<file path="src/rtl/wcb_pkg.sv">
package wcb_pkg;

    typedef enum logic [1:0] {
        ST_IDLE   = 2'd0,
        ST_LAUNCH = 2'd1,
        ST_WAIT   = 2'd2,
        ST_DONE   = 2'd3
    } wcb_state_e;

    // Control field of the inbound word, MSB first
    typedef struct packed {
        logic [1:0] clr;    // [1] status/result clear, [0] operand clear
        logic       start;
        logic       load;
        logic [1:0] wmask;  // [1] key, [0] plaintext
        logic [2:0] idx;
    } wcb_ctrl_t;

    localparam int CTRL_W = $bits(wcb_ctrl_t);
    localparam int SLICES = 8;

endpackage

</file>
<file path="src/rtl/wcb_sync.sv">
module wcb_sync #(
    parameter int W      = 8,
    parameter int STAGES = 2
) (
    input  logic         clk,
    input  logic         rst_n,
    input  logic [W-1:0] d,
    output logic [W-1:0] q
);

    logic [W-1:0] stg [STAGES];

    always_ff @(posedge clk or negedge rst_n) begin
        if (!rst_n) begin
            for (int i = 0; i < STAGES; i++) stg[i] <= '0;
        end else begin
            stg[0] <= d;
            for (int i = 1; i < STAGES; i++) stg[i] <= stg[i-1];
        end
    end

    assign q = stg[STAGES-1];

endmodule

</file>
<file path="src/rtl/wcb_slice_reg.sv">
module wcb_slice_reg #(
    parameter int DATA_W = 16,
    parameter int SLICES = 8,
    parameter int IDX_W  = $clog2(SLICES)
) (
    input  logic                     clk,
    input  logic                     rst_n,
    input  logic                     clr,
    input  logic                     wr_en,
    input  logic [IDX_W-1:0]         wr_idx,
    input  logic [DATA_W-1:0]        wr_data,
    input  logic                     ld_en,
    input  logic [DATA_W*SLICES-1:0] ld_data,
    output logic [DATA_W*SLICES-1:0] q
);

    for (genvar g = 0; g < SLICES; g++) begin : g_slot
        logic [DATA_W-1:0] slot_q;

        always_ff @(posedge clk or negedge rst_n) begin
            if (!rst_n)                                slot_q <= '0;
            else if (clr)                              slot_q <= '0;
            else if (ld_en)                            slot_q <= ld_data[g*DATA_W +: DATA_W];
            else if (wr_en && wr_idx == IDX_W'(g))     slot_q <= wr_data;
        end

        assign q[g*DATA_W +: DATA_W] = slot_q;
    end

endmodule

</file>
<file path="src/rtl/wcb_ctrl.sv">
module wcb_ctrl
    import wcb_pkg::*;
(
    input  logic clk,
    input  logic rst_n,
    input  logic abort,
    input  logic start_rise,
    input  logic core_done,
    output logic core_start,
    output logic busy,
    output logic done,
    output logic capture
);

    wcb_state_e state_q, state_d;

    always_ff @(posedge clk or negedge rst_n) begin
        if (!rst_n) state_q <= ST_IDLE;
        else        state_q <= state_d;
    end

    always_comb begin
        state_d = state_q;
        if (abort) begin
            state_d = ST_IDLE;
        end else begin
            unique case (state_q)
                ST_IDLE:   if (start_rise) state_d = ST_LAUNCH;
                ST_LAUNCH: state_d = ST_WAIT;
                ST_WAIT:   if (core_done) state_d = ST_DONE;
                ST_DONE:   if (start_rise) state_d = ST_LAUNCH;
                default:   state_d = ST_IDLE;
            endcase
        end
    end

    always_comb begin
        core_start = 1'b0;
        busy       = 1'b0;
        done       = 1'b0;
        capture    = 1'b0;
        unique case (state_q)
            ST_IDLE:   ;
            ST_LAUNCH: begin core_start = 1'b1; busy = 1'b1; end
            ST_WAIT:   begin busy = 1'b1; capture = core_done && !abort; end
            ST_DONE:   done = 1'b1;
            default:   ;
        endcase
    end

endmodule

</file>
<file path="src/rtl/wide_cipher_bridge.sv">
module wide_cipher_bridge
    import wcb_pkg::*;
#(
    parameter  int DATA_W      = 16,
    parameter  int SYNC_STAGES = 2,
    localparam int BLOCK_W     = DATA_W * SLICES,
    localparam int IN_W        = DATA_W + CTRL_W,
    localparam int OUT_W       = DATA_W + 2
) (
    input  logic               clk,
    input  logic               rst_n,
    input  logic [IN_W-1:0]    in_lines,
    output logic [OUT_W-1:0]   out_lines,
    output logic               core_start,
    output logic [BLOCK_W-1:0] core_key,
    output logic [BLOCK_W-1:0] core_text,
    input  logic               core_done,
    input  logic [BLOCK_W-1:0] core_result
);

    localparam int IDX_W = $clog2(SLICES);

    logic [IN_W-1:0]   lines_s;
    wcb_ctrl_t         ctl_s;
    logic [DATA_W-1:0] data_s;
    logic              load_p, start_p;
    logic              load_rise, start_rise;
    logic              clr_ops, clr_res;
    logic              busy, done, capture;
    logic [BLOCK_W-1:0] result_q;

    wcb_sync #(.W(IN_W), .STAGES(SYNC_STAGES)) u_sync (
        .clk   (clk),
        .rst_n (rst_n),
        .d     (in_lines),
        .q     (lines_s)
    );

    assign ctl_s  = wcb_ctrl_t'(lines_s[IN_W-1:DATA_W]);
    assign data_s = lines_s[DATA_W-1:0];

    always_ff @(posedge clk or negedge rst_n) begin
        if (!rst_n) begin
            load_p  <= 1'b0;
            start_p <= 1'b0;
        end else begin
            load_p  <= ctl_s.load;
            start_p <= ctl_s.start;
        end
    end

    assign load_rise  = ctl_s.load  && !load_p;
    assign start_rise = ctl_s.start && !start_p;
    assign clr_ops    = ctl_s.clr[0];
    assign clr_res    = ctl_s.clr[1];

    wcb_slice_reg #(.DATA_W(DATA_W), .SLICES(SLICES)) u_text (
        .clk     (clk),
        .rst_n   (rst_n),
        .clr     (clr_ops),
        .wr_en   (load_rise && ctl_s.wmask[0]),
        .wr_idx  (ctl_s.idx),
        .wr_data (data_s),
        .ld_en   (1'b0),
        .ld_data ('0),
        .q       (core_text)
    );

    wcb_slice_reg #(.DATA_W(DATA_W), .SLICES(SLICES)) u_key (
        .clk     (clk),
        .rst_n   (rst_n),
        .clr     (clr_ops),
        .wr_en   (load_rise && ctl_s.wmask[1]),
        .wr_idx  (ctl_s.idx),
        .wr_data (data_s),
        .ld_en   (1'b0),
        .ld_data ('0),
        .q       (core_key)
    );

    wcb_slice_reg #(.DATA_W(DATA_W), .SLICES(SLICES)) u_result (
        .clk     (clk),
        .rst_n   (rst_n),
        .clr     (clr_res),
        .wr_en   (1'b0),
        .wr_idx  ({IDX_W{1'b0}}),
        .wr_data ({DATA_W{1'b0}}),
        .ld_en   (capture),
        .ld_data (core_result),
        .q       (result_q)
    );

    wcb_ctrl u_ctrl (
        .clk        (clk),
        .rst_n      (rst_n),
        .abort      (clr_res),
        .start_rise (start_rise),
        .core_done  (core_done),
        .core_start (core_start),
        .busy       (busy),
        .done       (done),
        .capture    (capture)
    );

    assign out_lines = {done, busy, result_q[ctl_s.idx*DATA_W +: DATA_W]};

endmodule

</file>
<file path="config.mk">
export PLATFORM = sky130hd
export DESIGN_NAME = wide_cipher_bridge
export DESIGN_NICKNAME = d
export VERILOG_FILES = /design/src/rtl/wcb_pkg.sv /design/src/rtl/wcb_sync.sv /design/src/rtl/wcb_slice_reg.sv /design/src/rtl/wcb_ctrl.sv /design/src/rtl/wide_cipher_bridge.sv
export SDC_FILE = /design/constraint.sdc
export NUM_CORES = 1
export LEC_CHECK = 0
export BUFFER_PORTS_ARGS = -buffer_cell sky130_fd_sc_hd__buf_2
export CAP_MARGIN = 15
export CORE_MARGIN = 1.5
export CORE_UTILIZATION = 58
export DETAILED_ROUTE_END_ITERATION = 16
export PLACE_DENSITY = 0.85
export SYNTH_ARGS = -nofsm -noshare
export SYNTH_HDL_FRONTEND = slang
export SYNTH_SLANG_ARGS = --single-unit
</file>
<file path="constraint.sdc">
create_clock -name clk -period 3 [get_ports clk]
set_input_delay 0.9 -clock clk [delete_from_list [all_inputs] [get_ports clk]]
set_output_delay 0.9 -clock clk [all_outputs]
set_load 0.005 [all_outputs]
</file>
==> results of run 1 <==
-- path summary, 6_finish.rpt --
check                                               end  slack [ps]  cells after the start
setup / recovery                          out_lines[14]          30                      4
hold / removal                u_key.g_slot[6].slot_q[4]         270                      1
setup reg to reg             u_key.g_slot[0].slot_q[12]         970                      6
hold reg to reg                            u_sync.q[22]         340                      0
max in group asynchronous  u_result.g_slot[7].slot_q[1]        1940                      2
min in group clk                           u_sync.q[22]         340                      0
-- worst max-delay path, cell delays in order (launching register included) --
cell and delay, ps:
dfrtp_2 430, buf_6 200, mux4_2 510, mux2_2 270, buf_2 120
-- registers in the layout, summed over array words and instances, names as in the netlist --
name                    cells
load_p                      1
u_result.g_slot.slot_q    128
u_ctrl.state_q              2
u_sync.stg                 25
u_key.g_slot.slot_q       128
start_p                     1
u_sync.q                   25
u_text.g_slot.slot_q      128
-- cell usage after synthesis --
master / instances / area share
nand4b_4: 2 / 0.0026
nand2_1: 525 / 0.11
o221ai_1: 1 / 0.00047
dfrtp_1: 438 / 0.59
inv_1: 4 / 0.00081
and2_1: 1 / 0.00034
nor2_4: 16 / 0.0098
mux4_2: 6 / 0.0073
or2_2: 1 / 0.00034
nor2_1: 4 / 0.00081
o22ai_1: 11 / 0.0037
and4bb_4: 2 / 0.0018
mux2_1: 13 / 0.0079
o21ai_1: 9 / 0.0024
and4b_4: 2 / 0.0015
nand4bb_4: 2 / 0.0030
a22o_1: 128 / 0.061
a221oi_1: 5 / 0.0024
clkbuf_1: 63 / 0.013
buf_1: 7 / 0.0014
o32ai_1: 2 / 0.00095
mux2_2: 3 / 0.0018
a21oi_2: 160 / 0.076
nand2_4: 16 / 0.0098
nor2b_1: 4 / 0.0014
a21oi_1: 106 / 0.029
mux2i_1: 26 / 0.014
nand2b_1: 6 / 0.0020
o31ai_1: 3 / 0.0012
clkbuf_8: 10 / 0.0074
buf_6: 43 / 0.026
ha_1: 3 / 0.0020
a21o_1: 1 / 0.00041
buf_4: 5 / 0.0020
buf_2: 12 / 0.0033
a22oi_1: 7 / 0.0028
-- stage by stage --
stage               setup TNS (ps)  std cells  total power, mW
floorplan                        0       1647             7.13
global placement                 0       2370             7.69
detailed placement               0       2370             7.71
CTS                          -3.12       2456             13.3
global route                 -64.0       2465             13.7
finish                           0       2467             13.3
-- metal layers --
metal  global-route usage  up-vias  wire [µm]
li1                     -     6315          -
met1                0.473     7349      23100
met2                0.527      825      25800
met3               0.0846      148       5320
met4                0.175        2       2910
met5                    0        -         10
-- final cells by class --
class                           instances  area [µm²]  share of cell area
Clock inverter                         23         256              0.0115
Sequential cell                       438       11000               0.493
Clock buffer                           58        1220              0.0550
Multi-Input combinational cell       1065        6580               0.296
Timing Repair Buffer                  469        2680               0.121
Inverter                                4        15.0            0.000675
Antenna cell                            8        20.0            0.000900
Tap cell                              402         503              0.0226
-- cell families (layout without fill, tap and decap cells) --
| logic type | after synthesis | count (layout) | synth area share |
|---|---|---|---|
| compound gates | 433 | 433 | 0.180 |
| fa+ha+maj | 3 | 3 | 0.00203 |
| buf+inv | 144 | 554 | 0.0540 |
| flops | 438 | 438 | 0.593 |
| mux | 48 | 48 | 0.0312 |
| other cells | 0 | 8 | 0 |
| simple gates | 581 | 581 | 0.140 |
-- power groups by stage --
stage | Clock [mW] | Sequential (mW) | Combinational, mW
detailed placement | 0 | 6.53 | 1.18
global placement | 0 | 6.54 | 1.15
floorplan | 0 | 6.36 | 0.764
CTS | 5.64 | 6.44 | 1.21
global route | 5.87 | 6.47 | 1.32
finish | 5.59 | 6.45 | 1.21
-- what timing repair did --
| action | in CTS | in global routing |
|---|---|---|
| gates resized for setup | 8 | 6 |
| setup buffers | 3 | 3 |
| setup endpoints to repair | 11 | 9 |
| pin swaps | 1 | 1 |
| cloned | 2 | 0 |
==> run metrics, run 1 <==
status=complete, no violations; Peak Freq=0.336 GHz; Worst-Margin Slew=999 ps; area grow syn2layout=20.5%; Clock Tree Root=clkbuf_16; post-layout util=0.707; most frequent cells in the layout=nand2_1 (525), dfrtp_1 (434), buf_2 (429), a21oi_2 (160), a22o_1 (128); Peak VDD IR=0.401 mV; initial antenna violation count=9; cts bufs inserted=45; Initial Util=0.587; mean number of vias per cell=5.93; Pint=9.90 mW; Final Critical Period=2970 ps; leakage=10.8 nW; final worst path period share=0.991; Worst-Skew Late Latency=550 ps; min-delay worst type=input pin to async pin; Detail Placement HPWL=38700 µm; Mapped Cells=1647; crit-path max FO=12; P per Cell Area=596 mW/mm²; Yosys reg bits=438; Routability Congestion=0.928; area of placed instances=0.0206 mm²; Syn Nets=1806; Worst R2R Start=u_sync.q[16]; drt pass-1 iters=5; Reg clk slew, reported paths=70 ps; WS Path Type=flop to primary output; most common cell after layout, fill and taps aside=nand2_1; IO Pins=431; DRC viols=0; Arr. time, crit path=2070 ps; critical path endpoint category=primary output; maxcap violations=0; std cell rows=65; final instance area=0.0223 mm²; Comb pwr share=0.092; post-synth cell types=36; number of global-route vias before repair=14800; Max Root-Sink Buffers=3; Rel. slew slack=0.334; clk sinks=438; Switching Power=3.36 mW; Switching Share=0.253; cell area after synthesis=0.0185 mm²; sequential area share after synthesis=0.593; H-Tree Depth=2; fin. max-slew vios=0; Setup violations, final=0; Nets=2182; required time of the worst setup path=2100 ps; Avg WL per Cell=23.2 µm; RSZ-0062 raised after global routing=yes; post-route ant nets=0; Die X=181 µm; CTS tree=yes; final clock skew=21.2 ps; via count=14600; FILL cells=2261; first-pass GRT wire length=87400 µm; Critical Path Source Type=flop; Detailed Route WL=57200 µm; # port buffers=430; Setup WS pre-CTS=434 ps; Mean Syn Cell Area=11.2 µm²; largest net degree at the start of global routing=129; DR iter-0 viols=1374; CORE AREA=0.0315 mm²; Die H=181 µm; hold slack=274 ps; Die ar.=0.0329 mm²; Hold Violations, Final=0; Ys Warns=0; Flop pwr share=0.487; Crit. Startpoint=u_sync.q[17]; Remaining Overflow, GRT=0; GRT Resource Usage Total=0.348; share of cells above drive strength 1=0.373; final worst slack=25.7 ps; hold_buf cts=0; clock network power share=0.422
No activity file was read; power rests on OpenSTA's default activity.
==> inputs of run 2 (changes only) <==
ABC_AREA = 1   (was not set)
==> run 2 against run 1 <==
  * Wire length grew 2.5%
  * Via count grew 18%
  * Combinational power grew 21%
  * Core utilization grew 0.76 points
  * Sequential power shrank 1%
  * Sequential share of layout area shrank 0.80 points
  * Maximum frequency grew 4.4%
  * Global-route usage grew 0.44 points
  * Clock skew shrank 5.5 ps
  * Clock power grew 2%
==> run metrics, run 2 <==
H-Tree Depth=2 (unchanged); reg2reg setup slack=800 ps (-170 ps); crit-path most repeated cell=nand2_1; Peak Freq=0.351 GHz (+4.4%); CTS tree=yes; clk sinks=438 (unchanged); Hold Violations, Final=0 (unchanged); Clock Tree Root=clkbuf_16; IO Pins=431 (unchanged); number of global-route vias before repair=16600 (+12%); CORE AREA=0.0316 mm² (+0.52%); Critical Path Source Type=flop; Ys Warns=0 (unchanged); min-delay worst type=input pin to async pin; crit-path max FO=33 (+21); number of flops mapped to enable cells by yosys=0 (unchanged); Critical-path top delay cell=dfrtp_2; RSZ-0062 raised after global routing=no; Detailed Route WL=58700 µm (+2.5%); Mapped Cells=2189 (+33%); maxcap violations=0 (unchanged); most frequent cell after synthesis=nand2_1; cell area after synthesis=0.0187 mm² (+1.2%); Final Critical Period=2850 ps (-126 ps); CP max stage delay=420 ps (-90 ps); most common cell after layout, fill and taps aside=nand2_1; GRT Resource Usage Total=0.352 (+0.00441); status=complete, no violations; Routability Congestion=0.964 (+3.9%); Peak VDD IR=0.453 mV (+13%); r2r endpoint=u_result.g_slot[7].slot_q[13]; Worst-Margin Slew=969 ps (-29.6 ps); Crit. Startpoint=u_sync.q[16]; post-layout util=0.715 (+0.00764); via count=17200 (+18%); Worst R2R Start=u_ctrl.state_q[0]; Reg clk slew, reported paths=50 ps (-20 ps); Initial Util=0.591 (+0.00371); Remaining Overflow, GRT=0 (unchanged); sequential area share after synthesis=0.587 (-0.00675); postcts setup bufs=0 (-3); Buf/Inv on CP=3 (+1); share of cells above drive strength 1=0.240 (-0.134); cts bufs inserted=45 (unchanged); first-pass GRT wire length=91300 µm (+4.5%); drt pass-1 iters=6 (+1); DRC viols=0 (unchanged); cell taking the most area after synthesis=dfrtp_1; Yosys reg bits=438 (unchanged); leakage=13.4 nW (+24%); Max Root-Sink Buffers=3 (unchanged); Critical Path Sink=out_lines[4]; asr flop ratio synth=1.00 (unchanged); critical path endpoint category=primary output; # port buffers=430 (unchanged); number of inserted diodes=0 (-8); final worst path period share=0.949 (-0.0421); Rel. slew slack=0.354 (+0.0197); Die X=182 µm (+0.56%); Crit. path cell count=9 (+5); Die H=182 µm (+0.56%); Synth area leaders=dfrtp_1 (59%), nand2_1 (18%), nand3_1 (11%); critical-path cell list=inv_2 -> buf_12 -> nand2_1 -> nand2_1 -> nand2_1 -> nand2_1 -> nand2_1 -> nand2_1 -> buf_2; P per Cell Area=599 mW/mm² (+0.56%); Nets=2711 (+24%); area grow syn2layout=21.0%; Primary FF master, synth=dfrtp_1; Arr. time, crit path=1950 ps (-120 ps); CP top delay family=simple AND/OR/NAND/NOR gates; post-route ant nets=0 (unchanged); fin. max-slew vios=0 (unchanged); final clock skew=15.6 ps (-5.55 ps); largest net degree at the start of global routing=82 (-36%); hold_buf cts=0 (unchanged); Die ar.=0.0333 mm² (+1.1%); biggest regs=u_key.g_slot.slot_q: 128 flops, u_result.g_slot.slot_q: 128 flops, u_text.g_slot.slot_q: 128 flops; WS Path Type=flop to primary output; Commonest cells post-synth=nand2_1 (884), dfrtp_1 (438), nand3_1 (423); Worst-Skew Late Latency=540 ps (about the same); DR iter-0 viols=2030 (+48%); Setup violations, final=0 (unchanged); required time of the worst setup path=2100 ps (about the same); Syn Nets=2348 (+30%); mean number of vias per cell=5.76 (-3.0%); most frequent cells in the layout=nand2_1 (883), dfrtp_1 (436), buf_2 (429), nand3_1 (422), inv_1 (87); std cell rows=65 (unchanged); Detail Placement HPWL=38800 µm (+0.27%); post-synth top area share=0.587 (-0.00675); reg2reg path depth=6 (unchanged); post-synth cell types=22 (-39%); Avg WL per Cell=19.6 µm (-15%); initial antenna violation count=0 (-9); Mean Syn Cell Area=8.54 µm² (-24%); setup TNS=0 ps (unchanged)
[run 2: cell types whose count changed in the layout (fill, tap and decap cells not counted), moves of 42 or more]
cell	change
a21oi_1	-42
a21oi_2	-160
a22o_1	-128
inv_1	+83
nand2_1	+358
nand3_1	+422
o21ai_0	+57
[run 2: worst register-to-register path: cells and delay by family (launching register included)]
kind | cells | cell delay [ps]
adder cells (fa/ha/maj) | 1 | 580
AO/OA/AOI/OAI | 1 | 120
flip-flops | 1 | 430
buffers and inverters | 2 | 430
AND/OR/NAND/NOR | 2 | 510
[run 2: power breakdown]
group	switching [mW]	internal, mW
Clock	2.31	3.41
Sequential	0.183	6.17
Combinational	1.03	0.447
Total	3.52	10.0
[run 2: cell families (layout without fill, tap and decap cells)]
group | Yosys count | after routing | share of synthesized area
adders and majority gates | 3 | 3 | 0.00201
and+or+nand+nor | 1352 | 1352 | 0.311
DFF | 438 | 438 | 0.587
buffers and inverters | 267 | 666 | 0.0657
AOI/OAI and AO/OA | 129 | 129 | 0.0345
[run 2: how the worst min path moves through the flow]
stage	to	slack (ps)	cells past startpoint
global route	u_result.g_slot[2].slot_q[10]	350	1
detailed placement	u_sync.q[7]	330	0
CTS	u_result.g_slot[0].slot_q[1]	330	1
floorplan	u_sync.q[0]	330	0
finish	u_result.g_slot[3].slot_q[5]	320	1
global placement	u_sync.q[8]	330	0
[run 2: timing repair]
| action | CTS | global route |
|---|---|---|
| endpoints found under the hold margin | 0 | 0 |
| resized for setup | 0 | 1 |
| endpoints found under the setup margin | 0 | 3 |
[run 2: stage by stage]
stage                     std cells  hold WS, ps  setup slack [ps]  cell area, µm²  power [mW]
after floorplan                2189          331               919           18700        7.22
after global placement         2906          333               731           21100        7.84
after detailed placement       2906          335               683           21100        7.88
after CTS                      2989          332               117           22600        13.6
after global routing           2990          348              52.3           22600        14.0
final                          2990          324               152           22600        13.6
[run 2: layout make-up]
type                       count  area (µm²)
timing repair buffer         475        2660
sequential                   438       11000
inverter                     108         423
fill                        2371        9030
clock buffer                  63        1320
tap                          402         503
clock inverter                20         213
multi-input combinational   1484        6530
[run 2: layer usage]
layer  vias to the layer above  GRT usage  part of all wire
met5                         -          0                 0
li1                       7689          -                 -
met1                      8179      0.472              0.38
met3                       226     0.0603             0.094
met2                      1118      0.547              0.46
met4                         0      0.203             0.066
==> inputs of run 3 (changes only) <==
RECOVER_POWER = 100   (was not set)
==> run 3 against run 2 <==
  * The flow now finishes with violations (capacitance limit, slew limit)
  * Largest power group unchanged
  * Register-to-register slack got worse by 550 ps
  * Combinational power decreased by 3%
  * Cell count unchanged
  * First-iteration DRC count decreased by 0.69%
  * Non-clock buffer count unchanged
  * Via count about the same
  * Global-route usage unchanged
  * Sequential share of layout area increased by 0.75 points
  * Total power decreased by 0.30%
==> run metrics, run 3 (synthesis gave the netlist of run 2 again) <==
clk sinks=438 (unchanged); maxcap violations=1 (+1); GRT Resource Usage Total=0.352 (unchanged); Worst-Margin Slew=1770 ps (+803 ps); initial antenna violation count=0 (unchanged); CTS tree=yes; biggest regs=u_key.g_slot.slot_q: 128 flops, u_result.g_slot.slot_q: 128 flops, u_text.g_slot.slot_q: 128 flops; WS Path Type=flop to primary output; DR iter-0 viols=2016 (-0.69%); failing checks=capacitance limit, slew limit; mean number of vias per cell=5.76 (about the same); first-pass GRT wire length=91300 µm (unchanged); most frequent cells in the layout=nand2_1 (889), dfrtp_1 (436), nand3_1 (422), buf_2 (265), clkbuf_1 (174); Routability Congestion=0.964 (unchanged); Remaining Overflow, GRT=0 (unchanged); Placed Cells=2906 (unchanged); RSZ-0062 raised after global routing=no; Final Critical Period=2850 ps (-2.74 ps); P per Cell Area=607 mW/mm² (+1.2%); required time of the worst setup path=2100 ps (about the same); std cell rows=65 (unchanged); Hold Path Origin=u_sync.stg[32]; Detailed Route WL=58700 µm (+0.13%); Peak VDD IR=0.454 mV (about the same); largest net degree at the start of global routing=82 (unchanged); most common cell after layout, fill and taps aside=nand2_1; # port buffers=430 (unchanged); Worst Hold Endpoint=u_sync.q[7]; hold_buf cts=0 (unchanged); drt pass-1 iters=6 (unchanged); IO Pins=431 (unchanged); Setup violations, final=0 (unchanged); final non-filler cell total=2990 (unchanged); Nets=2711 (unchanged); CORE AREA=0.0316 mm² (unchanged); DRC viols=0 (unchanged); Clock Tree Root=clkbuf_16; Avg WL per Cell=19.6 µm (+0.13%); final worst path period share=0.948 (about the same); min-delay worst type=flop to flop; hold slack=345 ps (+20.6 ps); Critical Path Source Type=flop; cts bufs inserted=45 (unchanged); Die X=182 µm (unchanged); H-Tree Depth=2 (unchanged); Initial Util=0.591 (unchanged); hold path depth=0; crit-path max FO=34 (+3.0%); share of cells above drive strength 1=0.168 (-0.0711); Worst R2R Start=u_ctrl.state_q[0]; Max Root-Sink Buffers=3 (unchanged); number of global-route vias before repair=16600 (unchanged); reg2reg path depth=5 (-1); Arr. time, crit path=1950 ps (about the same); fin. max-slew vios=60 (+60); post-layout util=0.704 (-0.0108); Worst-Skew Late Latency=540 ps (about the same); area grow syn2layout=19.2%; critical path endpoint category=primary output; post-route ant nets=0 (unchanged); via count=17200 (-0.0058%); Hold Violations, Final=0 (unchanged); number of inserted diodes=0 (unchanged); final clock skew=17.0 ps (+1.36 ps); Rel. slew slack=-0.182 (-0.536); final total power=13.5 mW (-0.30%); Detail Placement HPWL=38800 µm (unchanged); reg2reg setup slack=250 ps (-550 ps); status=finished, violations left; r2r endpoint=u_result.g_slot[3].slot_q[3]; Die H=182 µm (unchanged); setup TNS=0 ps (unchanged); leakage=12.6 nW (-5.8%); Peak Freq=0.351 GHz (about the same); Die ar.=0.0333 mm² (unchanged); Reg clk slew, reported paths=60 ps (about the same)
[run 3: where the power goes]
part / leakage [nW] / internal [mW] / switching [mW]
Combinational: 5.86 / 0.411 / 1.02
Sequential: 5.97 / 6.17 / 0.182
Clock: 0.759 / 3.41 / 2.31
Total: 12.6 / 10.0 / 3.51
[run 3: worst max path at each step]
stage                       from             to  slack (ps)
floorplan           u_sync.q[16]  out_lines[13]         920
global placement    u_sync.q[16]  out_lines[14]         730
detailed placement  u_sync.q[16]   out_lines[8]         680
CTS                 u_sync.q[16]   out_lines[2]         120
global route        u_sync.q[17]   out_lines[6]          50
finish              u_sync.q[17]   out_lines[6]         150
[run 3: per-layer routing]
metal | track usage | up-vias | share of wire
met5 | 0 | - | 0
met4 | 0.203 | 0 | 0.067
met3 | 0.0603 | 245 | 0.095
met2 | 0.547 | 1080 | 0.46
met1 | 0.472 | 8202 | 0.38
li1 | - | 7684 | -
[run 3: what timing repair did]
action,in CTS,in global routing
endpoints found under the setup margin,0,3
gates resized for setup,0,1
setup buffers,0,0
[run 3: final cells by class]
| cell class | instances | area (µm²) |
|---|---|---|
| inverters | 108 | 420 |
| fillers | 2481 | 9370 |
| flip-flops and latches | 438 | 11000 |
| well taps | 402 | 503 |
| clock inverters | 20 | 213 |
| clock buffers | 63 | 1320 |
| repair buffers | 475 | 2360 |
| multi-input cells | 1484 | 6490 |
[run 3: critical path, cell delays in order (launching register included)]
cell and delay (ps):
dfrtp_1 470, inv_4 350, nand2_1 180, nand2_1 90, nand2_1 40, nand2_1 100
clkbuf_1 160
[run 3: metrics by stage]
step / setup slack (ps) / cell area [µm²]
finish: 155 / 22300
global route: 45.4 / 22300
CTS: 117 / 22600
detailed placement: 683 / 21100
global placement: 731 / 21100
floorplan: 919 / 18700
